<file path="src/rtl/seg_xlate_pkg.sv">
package seg_xlate_pkg;
   typedef enum logic [1:0] {
      FLT_NONE    = 2'b00,
      FLT_ABSENT  = 2'b01,
      FLT_RANGE   = 2'b10,
      FLT_NOSTORE = 2'b11
   } flt_e;
endpackage

</file>
<file path="src/rtl/seg_desc_table.sv">
module seg_desc_table #(
   parameter int SEG_W  = 2,
   parameter int BASE_W = 16,
   parameter int LIM_W  = 16
) (
   input  logic              clk,
   input  logic              rst_n,
   input  logic              we,
   input  logic [SEG_W-1:0]  wsel,
   input  logic [BASE_W-1:0] wbase,
   input  logic [LIM_W-1:0]  wlimit,
   input  logic              wpresent,
   input  logic              wstore_ok,
   input  logic [SEG_W-1:0]  rsel,
   output logic [BASE_W-1:0] rbase,
   output logic [LIM_W-1:0]  rlimit,
   output logic              rpresent,
   output logic              rstore_ok
);
   localparam int NSEG = 1 << SEG_W;

   logic [BASE_W-1:0] base_a    [NSEG];
   logic [LIM_W-1:0]  limit_a   [NSEG];
   logic              present_a [NSEG];
   logic              stok_a    [NSEG];

   for (genvar g = 0; g < NSEG; g++) begin : g_ent
      logic [BASE_W-1:0] base_q;
      logic [LIM_W-1:0]  limit_q;
      logic              present_q;
      logic              stok_q;
      logic              hit;

      assign hit = we && (wsel == SEG_W'(g));

      always_ff @(posedge clk) begin
         if (!rst_n) begin
            base_q    <= '0;
            limit_q   <= '0;
            present_q <= 1'b0;
            stok_q    <= 1'b0;
         end else if (hit) begin
            base_q    <= wbase;
            limit_q   <= wlimit;
            present_q <= wpresent;
            stok_q    <= wstore_ok;
         end
      end

      assign base_a[g]    = base_q;
      assign limit_a[g]   = limit_q;
      assign present_a[g] = present_q;
      assign stok_a[g]    = stok_q;
   end

   assign rbase     = base_a[rsel];
   assign rlimit    = limit_a[rsel];
   assign rpresent  = present_a[rsel];
   assign rstore_ok = stok_a[rsel];
endmodule

</file>
<file path="src/rtl/seg_check.sv">
module seg_check
   import seg_xlate_pkg::*;
#(
   parameter int OFF_W = 14,
   parameter int PA_W  = 16,
   parameter int LIM_W = 16
) (
   input  logic [OFF_W-1:0] offset,
   input  logic [PA_W-1:0]  base,
   input  logic [LIM_W-1:0] limit,
   input  logic             present,
   input  logic             store_ok,
   input  logic             is_store,
   output logic [PA_W-1:0]  paddr,
   output flt_e             fault
);
   logic [PA_W-1:0]  off_pa;
   logic [LIM_W-1:0] off_lim;
   logic [PA_W-1:0]  sum;
   logic             over;

   assign off_pa  = PA_W'(offset);
   assign off_lim = LIM_W'(offset);
   assign sum     = base + off_pa;
   assign over    = (off_lim >= limit);

   always_comb begin
      if (!present)                   fault = FLT_ABSENT;
      else if (over)                  fault = FLT_RANGE;
      else if (is_store && !store_ok) fault = FLT_NOSTORE;
      else                            fault = FLT_NONE;
   end

   assign paddr = (fault == FLT_NONE) ? sum : '0;
endmodule

</file>
<file path="src/rtl/seg_xlate.sv">
module seg_xlate
   import seg_xlate_pkg::*;
#(
   parameter int VA_W  = 16,
   parameter int SEG_W = 2,
   parameter int PA_W  = 16,
   parameter int LIM_W = 16
) (
   input  logic              clk,
   input  logic              rst_n,
   input  logic              cfg_we,
   input  logic [SEG_W-1:0]  cfg_sel,
   input  logic [PA_W-1:0]   cfg_base,
   input  logic [LIM_W-1:0]  cfg_limit,
   input  logic              cfg_present,
   input  logic              cfg_store_ok,
   input  logic              req_valid,
   output logic              req_ready,
   input  logic [VA_W-1:0]   req_addr,
   input  logic              req_write,
   output logic              rsp_valid,
   input  logic              rsp_ready,
   output logic [PA_W-1:0]   rsp_paddr,
   output logic [1:0]        rsp_fault
);
   localparam int OFF_W = VA_W - SEG_W;

   if (SEG_W < 1 || SEG_W >= VA_W) begin : g_bad_seg
      $error("seg_xlate: SEG_W must be in 1..VA_W-1");
   end
   if (PA_W < OFF_W || LIM_W < OFF_W) begin : g_bad_width
      $error("seg_xlate: PA_W and LIM_W must cover the offset");
   end

   logic [SEG_W-1:0] seg;
   logic [OFF_W-1:0] off;
   logic [PA_W-1:0]  d_base;
   logic [LIM_W-1:0] d_limit;
   logic             d_present;
   logic             d_stok;
   logic [PA_W-1:0]  x_paddr;
   flt_e             x_fault;
   logic             accept;
   logic             vld_q;
   logic [PA_W-1:0]  paddr_q;
   flt_e             fault_q;

   assign seg = req_addr[VA_W-1 -: SEG_W];
   assign off = req_addr[OFF_W-1:0];

   seg_desc_table #(.SEG_W(SEG_W), .BASE_W(PA_W), .LIM_W(LIM_W)) u_tbl (
      .clk       (clk),
      .rst_n     (rst_n),
      .we        (cfg_we),
      .wsel      (cfg_sel),
      .wbase     (cfg_base),
      .wlimit    (cfg_limit),
      .wpresent  (cfg_present),
      .wstore_ok (cfg_store_ok),
      .rsel      (seg),
      .rbase     (d_base),
      .rlimit    (d_limit),
      .rpresent  (d_present),
      .rstore_ok (d_stok)
   );

   seg_check #(.OFF_W(OFF_W), .PA_W(PA_W), .LIM_W(LIM_W)) u_chk_logic (
      .offset   (off),
      .base     (d_base),
      .limit    (d_limit),
      .present  (d_present),
      .store_ok (d_stok),
      .is_store (req_write),
      .paddr    (x_paddr),
      .fault    (x_fault)
   );

   assign req_ready = !vld_q || rsp_ready;
   assign accept    = req_valid && req_ready;

   always_ff @(posedge clk) begin
      if (!rst_n) begin
         vld_q   <= 1'b0;
         paddr_q <= '0;
         fault_q <= FLT_NONE;
      end else begin
         vld_q <= accept || (vld_q && !rsp_ready);
         if (accept) begin
            paddr_q <= x_paddr;
            fault_q <= x_fault;
         end
      end
   end

   assign rsp_valid = vld_q;
   assign rsp_paddr = paddr_q;
   assign rsp_fault = fault_q;
endmodule

</file>
<file path="config.mk">
export PLATFORM = sky130hd
export DESIGN_NAME = seg_xlate
export DESIGN_NICKNAME = d
export VERILOG_FILES = /design/src/rtl/seg_xlate_pkg.sv /design/src/rtl/seg_desc_table.sv /design/src/rtl/seg_check.sv /design/src/rtl/seg_xlate.sv
export SDC_FILE = /design/constraint.sdc
export NUM_CORES = 1
export LEC_CHECK = 0
export BUFFER_PORTS_ARGS = -buffer_cell sky130_fd_sc_hd__buf_2
export CORE_UTILIZATION = 53
export CTS_CLUSTER_DIAMETER = 30
export CTS_CLUSTER_SIZE = 14
export DETAILED_ROUTE_END_ITERATION = 10
export GPL_TIMING_DRIVEN = 0
export HOLD_SLACK_MARGIN = 0.12
export PLACE_DENSITY = 0.85
export SLEW_MARGIN = 10
export SYNTH_ARGS = -nofsm -noshare
export SYNTH_HDL_FRONTEND = slang
export SYNTH_SLANG_ARGS = --single-unit
</file>
<file path="constraint.sdc">
create_clock -name clk -period 4.59 [get_ports clk]
set_clock_uncertainty 0.15 [all_clocks]
set_input_delay 1.377 -clock clk [delete_from_list [all_inputs] [get_ports clk]]
set_output_delay 1.377 -clock clk [all_outputs]
set_load 0.02 [all_outputs]
</file>
==> impl_results.md, run 1 <==
- Run status: complete, no violations
- Total die area: 0.01488 mm²
- Initial antenna violation count: 0
- Leakage: 3.253 nW
- Count of buffers from port buffering: 73
- TritonCTS Sinks: 155
- RSZ-0062 raised after global routing: no
- Die boundary height: 122.0 µm
- Clock edge transition at the registers on the reported setup and hold paths: 0.06 ns
- Most numerous cell in the Yosys netlist: nand2_1
- Primary flip-flop cell chosen by synthesis mapping: dfxtp_1
- Synthesis warning total: 0
- Clock buffer depth: 2
- Data arrival time at the worst-slack endpoint: 4.48 ns
- Mean instance size in the synthesized netlist: 8.859 µm²
- Wire length of the first global-routing pass: 31.96 mm
- Number of register bits inferred by synthesis: 155
- Area after DPL: 0.008218 mm²
- Summed instance area of the synthesized netlist: 0.007627 mm²
- Final slew viol count: 0
- Category of the worst setup path capture point: flop
- Cell count after synthesis: 861
- Max FO, Critical Path: 10
- Worst-path cell chain: buf_2 -> buf_2 -> mux4_2 -> ha_1 -> fa_1 -> a211oi_1 -> o211ai_1 -> a221oi_1 -> xnor2_1 -> a32oi_1 -> nor2b_1
- Post-synthesis sequential area ratio: 40.68%
- Power density over the cells: 373.2 mW/mm²
- Critical-path top delay cell: mux4_2
- Die X-Extent: 122.0 µm
- Count of flip-flops with a built-in enable after synthesis: 0
- Number of buffers inserted during clock tree synthesis: 17
- Via-to-Cell Ratio: 5.818
- Number of maximum-capacitance violations: 0
- Top cell type by total area after synthesis: dfxtp_1
- Proportion of layout cells with a drive suffix above 1: 16.37%
- Total track usage: 28.71%
- Nets in the synthesized netlist: 948
- Startpoint of the most critical setup path: req_addr[15]
- R2r endpoint: rsp_paddr[10]
- Final period util: 93.88%
- Rows: 43
- Final core utilization: 63.65%
- Antenna cells: 0
- Worst setup path category: input port to flop
- I/O pin cnt: 78
- List of most frequent post-synthesis cells: nand2_1 (283), dfxtp_1 (155), a21boi_0 (140)
- Number of buffers added for setup after CTS: 0
- Root buffer selected by CTS: clkbuf_16
- Minimum clock period after layout: 4.309 ns
- Slew headroom: 41.62%
- Cell family contributing the most delay on the critical path: compound AO/OA/AOI/OAI gates
- Router iterations before antenna repair: 5
- Class of the worst hold path: flop to flop
- Total negative slack: 0 ns
- Post-route design area: 0.008870 mm²
- Worst vdd rail ir drop: 0.2988 mV
- FILL cells: 1,168
- Initial standard-cell utilization of the core: 54.74%
- Drc violations: 0
- Per-cell routed wire length: 17.91 µm
- Startpoint of the worst register-to-register path: u_tbl.g_ent[3].base_q[0]
- WP data required: 4.76 ns
- Global route total overflow: 0
- Growth of design area from synthesis to finish: 16.29%
- Most area-consuming cells after synthesis: dfxtp_1 (41%), nand2_1 (14%), a21boi_0 (14%)
- Highest cell delay on the worst timing path: 0.62 ns
- Multi-input logic area: 0.004204 mm²
- Count of antenna-violating nets left after detailed routing: 0
- Violation count after the first detailed-route iteration: 681
- Async S/R FF share, synth: 0%
- Register area: 0.003103 mm²
- CP dominant cell by count: buf_2
- Flop2flop setup slack: 1.56 ns
- Worst Max-Slew Pin Slew: 0.8738 ns
- Maximum number of pins on one net before global-route repair: 17
- Instance count after placement with tap cells included: 1,114
- Element type at the critical path start: input port
- Core Region: 0.01393 mm²
- Final Wtd Congestion: 0.9034
- Post-DP HPWL: 14.49 mm
- Number of nets in the layout: 1,039
- Non-Filler Instances: 1,145
- Worst-skew pair later-pin latency: 0.44 ns
- Unique masters post-synth: 53
- Final wirelength: 20.50 mm
- Synth top area share: 40.68%
- Number of cells on the critical path: 11
- Setup crit end: rsp_paddr[10]
- Vias: 6,662
- Number of failing hold endpoints at the final stage: 0
- Clock tree from TritonCTS: built
- Final setup viols: 0
- Buffers & Inverters on Critical Path: 2
- Count of cells along the worst register-to-register path: 9
- Level count of the clock H-tree: 4
- Number of global-route vias before repair: 6,297
- Fmax: 0.2321 GHz
## final cells by class
type,count,share of cell area [%]
multi-input combinational,628,47.40
sequential,155,34.98
clock buffer,20,5.262
timing repair buffer,73,4.119
buffer,57,2.751
tap,180,2.539
clock inverter,12,2.102
inverter,20,0.8464
## sequential cells by signal (all words and copies together), names as in the netlist
| register | flops |
|---|---|
| rsp_paddr | 16 |
| rsp_fault | 2 |
| rsp_valid | 1 |
| u_tbl.g_ent.limit_q | 64 |
| u_tbl.g_ent.present_q | 4 |
| u_tbl.g_ent.base_q | 64 |
| u_tbl.g_ent.stok_q | 4 |
## per-layer routing
layer | share of wire (%) | global-route usage, % | wire, µm | vias up
li1 | - | - | - | 3142
met1 | 41 | 35.34 | 8336 | 3155
met2 | 47 | 46.22 | 9719 | 305
met3 | 8.1 | 7.022 | 1670 | 60
met4 | 3.8 | 15.35 | 777 | 0
met5 | 0 | 0 | 0 | -
## cells by family after synthesis
group / share of synthesized area, %
AOI/OAI and AO/OA: 20.72
xor gates and xnor gates: 1.378
adders and majority gates: 4.856
buffers and inverters: 4.199
DFF: 40.68
muxes: 9.449
and+or+nand+nor: 18.72
## cells in the final DEF, fill, tap and decap left out, drive strengths merged, types with 5 or more instances in the layout
cell type,instances
a211oi,7
a21boi,143
a21oi,22
a32oi,13
buf,81
clkbuf,69
dfxtp,155
ha,28
inv,22
mux4,32
nand2,283
nand3,8
nor2,11
nor2b,13
nor3,5
o211ai,5
o21ai,10
xnor2,9
## timing repair
item / in CTS / in global routing
setup endpoints to repair: 0 / 12
hold buffers: 0 / 0
gates resized for setup: 0 / 3
## worst register-to-register path: stages, from the launching register on
cell and delay, ns:
dfxtp_1 0.32, mux4_2 0.54, ha_1 0.26, fa_1 0.43, a211oi_1 0.29, o211ai_1 0.20, a221oi_1 0.34, xnor2_1 0.13
a32oi_1 0.21, nor2b_1 0.07
## power breakdown
group	switching [mW]	internal [mW]
Clock	0.584	0.960
Combinational	0.216	0.144
Sequential	0.0202	1.39
Total	0.820	2.49
## per-stage QoR
| stage | hold WS [ns] | power, mW | setup slack (ns) |
|---|---|---|---|
| after floorplan | 0.2902 | 1.662 | 0.1773 |
| after global placement | 0.2955 | 1.777 | -0.3260 |
| final | 0.2996 | 3.311 | 0.2811 |
| after CTS | 0.3015 | 3.308 | 0.05967 |
| after global routing | 0.3201 | 3.403 | 0.1057 |
| after detailed placement | 0.2933 | 1.786 | -0.3371 |
## how the worst min path moves through the flow
stage	from	end	slack, ns	cells past startpoint
2_1_floorplan	u_tbl.g_ent[1].base_q[10]	u_tbl.g_ent[1].base_q[10]	0.29	2
3_3_place_gp	rsp_paddr[14]	rsp_paddr[14]	0.30	2
3_5_place_dp	rsp_paddr[14]	rsp_paddr[14]	0.29	2
4_1_cts	rsp_paddr[14]	rsp_paddr[14]	0.30	2
5_1_grt	rsp_fault[1]	rsp_fault[1]	0.32	2
6_report	rsp_paddr[14]	rsp_paddr[14]	0.30	2
Note: power is estimated with default switching activity, not from simulation.
==> run 2, diff against run 1 <==
- ABC_AREA: not set -> 1
==> impl_results.md, run 2 <==
- Run status: complete, no violations (unchanged)
- Top cell type by total area after synthesis: dfxtp_1 (unchanged)
- Leading cell type in the layout, fill and taps excluded: nor2_1 (was nand2_1)
- Core Region: 0.01351 mm² (was 0.01393 mm²)
- Global route total overflow: 0 (unchanged)
- Primary flip-flop cell chosen by synthesis mapping: dfxtp_1 (unchanged)
- Max FO, Critical Path: 10 (unchanged)
- Clock edge transition at the registers on the reported setup and hold paths: 0.06 ns (about the same)
- Async S/R FF share, synth: 0% (unchanged)
- Worst slack, placed: -0.01845 ns (was -0.3371 ns)
- Final Wtd Congestion: 0.9199 (was 0.9034)
- I/O pin cnt: 78 (unchanged)
- WP data required: 4.80 ns (was 4.76 ns)
- Leading cell types in the layout, fill and taps excluded: nor2_1 (285), o21ai_0 (188), dfxtp_1 (155) (was nand2_1 (283), dfxtp_1 (155), a21boi_0 (140))
- Count of hold-fix buffers inserted at cts: 0 (unchanged)
- Post-synthesis sequential area ratio: 41.62% (was 40.68%)
- Proportion of layout cells with a drive suffix above 1: 10.99% (was 16.37%)
- Final slew viol count: 0 (unchanged)
- List of most frequent post-synthesis cells: nor2_1 (285), o21ai_0 (188), dfxtp_1 (155) (was nand2_1 (283), dfxtp_1 (155), a21boi_0 (140))
- Element type at the critical path start: input port (unchanged)
- Initial standard-cell utilization of the core: 55.21% (was 54.74%)
- Violation count after the first detailed-route iteration: 1,045 (was 681)
- Most area-consuming cells after synthesis: dfxtp_1 (42%), nor2_1 (14%), o21ai_0 (13%) (was dfxtp_1 (41%), nand2_1 (14%), a21boi_0 (14%))
- RSZ-0062 raised after global routing: no (unchanged)
- Die boundary height: 120.6 µm (was 122.0 µm)
- Power density over the cells: 406.5 mW/mm² (was 373.2 mW/mm²)
- Final worst-path setup slack: 0.2465 ns (was 0.2811 ns)
- Worst Max-Slew Pin Slew: 0.6667 ns (was 0.8738 ns)
- Worst setup path category: input port to flop (unchanged)
- Summed instance area of the synthesized netlist: 0.007456 mm² (was 0.007627 mm²)
- Most numerous cell in the Yosys netlist: nor2_1 (was nand2_1)
- Class of the worst hold path: flop to flop (unchanged)
- Number of nets in the layout: 1,266 (was 1,039)
- Cell count after synthesis: 1,084 (was 861)
- Antenna cells: 0 (unchanged)
- Slew headroom: 55.55% (was 41.62%)
- Synthesis warning total: 0 (unchanged)
- Nets in the synthesized netlist: 1,171 (was 948)
- Per-cell routed wire length: 17.03 µm (was 17.91 µm)
- Die X-Extent: 120.6 µm (was 122.0 µm)
- Wire length of the first global-routing pass: 37.09 mm (was 31.96 mm)
- Drc violations: 0 (unchanged)
- Category of the worst setup path capture point: flop (unchanged)
- Number of maximum-capacitance violations: 0 (unchanged)
- Growth of design area from synthesis to finish: 16.78% (was 16.29%)
- Total die area: 0.01455 mm² (was 0.01488 mm²)
- Final period util: 94.63% (was 93.88%)
- Initial antenna violation count: 0 (unchanged)
- Mean instance size in the synthesized netlist: 6.878 µm² (was 8.859 µm²)
- Count of antenna-violating nets left after detailed routing: 0 (unchanged)
- Rows: 42 (was 43)
- Via-to-Cell Ratio: 5.825 (was 5.818)
- Leakage: 3.744 nW (was 3.253 nW)
- Count of buffers from port buffering: 76 (was 73)
- Worst vdd rail ir drop: 0.2962 mV (was 0.2988 mV)
- Count of flip-flops with a built-in enable after synthesis: 0 (unchanged)
- Data arrival time at the worst-slack endpoint: 4.55 ns (was 4.48 ns)
- Synth top area share: 41.62% (was 40.68%)
- Number of failing hold endpoints at the final stage: 0 (unchanged)
- Post-DP HPWL: 16.27 mm (was 14.49 mm)
- Clock tree from TritonCTS: built (unchanged)
- Instance count after placement with tap cells included: 1,336 (was 1,114)
- Fmax: 0.2302 GHz (was 0.2321 GHz)
- Root buffer selected by CTS: clkbuf_16 (unchanged)
- Vias: 7,969 (was 6,662)
- Worst-skew pair later-pin latency: 0.43 ns (was 0.44 ns)
- Number of global-route vias before repair: 7,395 (was 6,297)
- Level count of the clock H-tree: 4 (unchanged)
- Router iterations before antenna repair: 5 (unchanged)
- TritonCTS Sinks: 155 (unchanged)
- Total track usage: 33.31% (was 28.71%)
- Non-Filler Instances: 1,368 (was 1,145)
- Final wirelength: 23.29 mm (was 20.50 mm)
- Minimum clock period after layout: 4.344 ns (was 4.309 ns)
- Clock buffer depth: 2 (unchanged)
- Number of register bits inferred by synthesis: 155 (unchanged)
- Final setup viols: 0 (unchanged)
- Maximum number of pins on one net before global-route repair: 17 (unchanged)
- Post-cts resize count: 0 (unchanged)
- Number of buffers inserted during clock tree synthesis: 17 (unchanged)
- Unique masters post-synth: 32 (was 53)
- Number of buffers added for setup after CTS: 0 (unchanged)
==> run 2: cell count changes after synthesis, sizes merged, moves of 38 or more <==
cell,change
o21ai,+183
a21boi,-142
nand3,+40
nand2,-161
nor2,+277
a21oi,+62
inv,+38
==> run 2: cells by family (layout without fill, tap and decap cells) <==
kind of cell             after synthesis  in the layout  share of synthesized area, %
AND/OR/NAND/NOR                      468            468                         25.16
XOR/XNOR                               4              4                        0.4700
flip-flops                           155            155                         41.62
adder cells (fa/ha/maj)               29             29                         4.967
buffers and inverters                124            232                         6.629
AO/OA/AOI/OAI                        304            304                         21.16
==> run 2: path summary, 6_finish.rpt <==
| path | startpoint | end | slack, ns | depth (start not counted) |
|---|---|---|---|---|
| worst max-delay path | req_addr[15] | rsp_paddr[15] | 0.25 | 15 |
| worst min-delay path | u_tbl.g_ent[3].limit_q[10] | u_tbl.g_ent[3].limit_q[10] | 0.30 | 2 |
| worst max register to register | u_tbl.g_ent[1].limit_q[7] | rsp_paddr[5] | 1.85 | 14 |
| worst min register to register | u_tbl.g_ent[3].limit_q[10] | u_tbl.g_ent[3].limit_q[10] | 0.30 | 2 |
==> run 2: report_power, final <==
group          total (mW)  internal (mW)  switching [mW]
combinational       0.537          0.179           0.358
clock                1.56          0.994           0.563
sequential           1.45           1.41          0.0315
==> run 2: area by class of cell <==
| cell class | instances | area [µm²] |
|---|---|---|
| timing repair buffer | 76 | 380.4 |
| multi-input combinational | 805 | 3859 |
| buffer | 64 | 266.5 |
| fill | 1146 | 4798 |
| sequential | 155 | 3103 |
| clock buffer | 21 | 460.4 |
| clock inverter | 11 | 190.2 |
| tap | 176 | 220.2 |
| inverter | 60 | 227.7 |
==> run 2: metrics by stage <==
step                hold WS, ns  total power [mW]  setup TNS (ns)  utilization (%)  cell area, µm²
floorplan                0.2745             1.815               0                -            7456
global placement         0.2834             1.973               0            59.65            8056
detailed placement       0.2885             1.988        -0.01845            59.65            8056
CTS                      0.2977             3.522               0            64.47            8707
global route             0.3129             3.660               0            64.47            8707
finish                   0.2990             3.539               0            64.47            8707
==> run 2: metal layers <==
| metal | vias to the layer above | track usage, % | share of wire, % | routed length (µm) |
|---|---|---|---|---|
| li1 | 3764 | - | - | - |
| met5 | - | 0 | 0 | 0 |
| met4 | 0 | 20.76 | 5.3 | 1237 |
| met3 | 94 | 5.377 | 9.8 | 2275 |
| met2 | 472 | 51.47 | 44 | 10300 |
| met1 | 3639 | 43.40 | 41 | 9476 |
==> run 2: critical path, stage by stage <==
cell      delay, ns
buf_2          0.17
inv_2          0.15
clkbuf_1       0.42
clkbuf_1       0.44
o21ai_0        0.17
o22ai_1        0.27
ha_1           0.36
a21oi_1        0.20
a21boi_0       0.41
nor2_1         0.10
nor2_1         0.14
nand2_1        0.06
nand2_1        0.05
nand3_1        0.08
a21oi_1        0.12
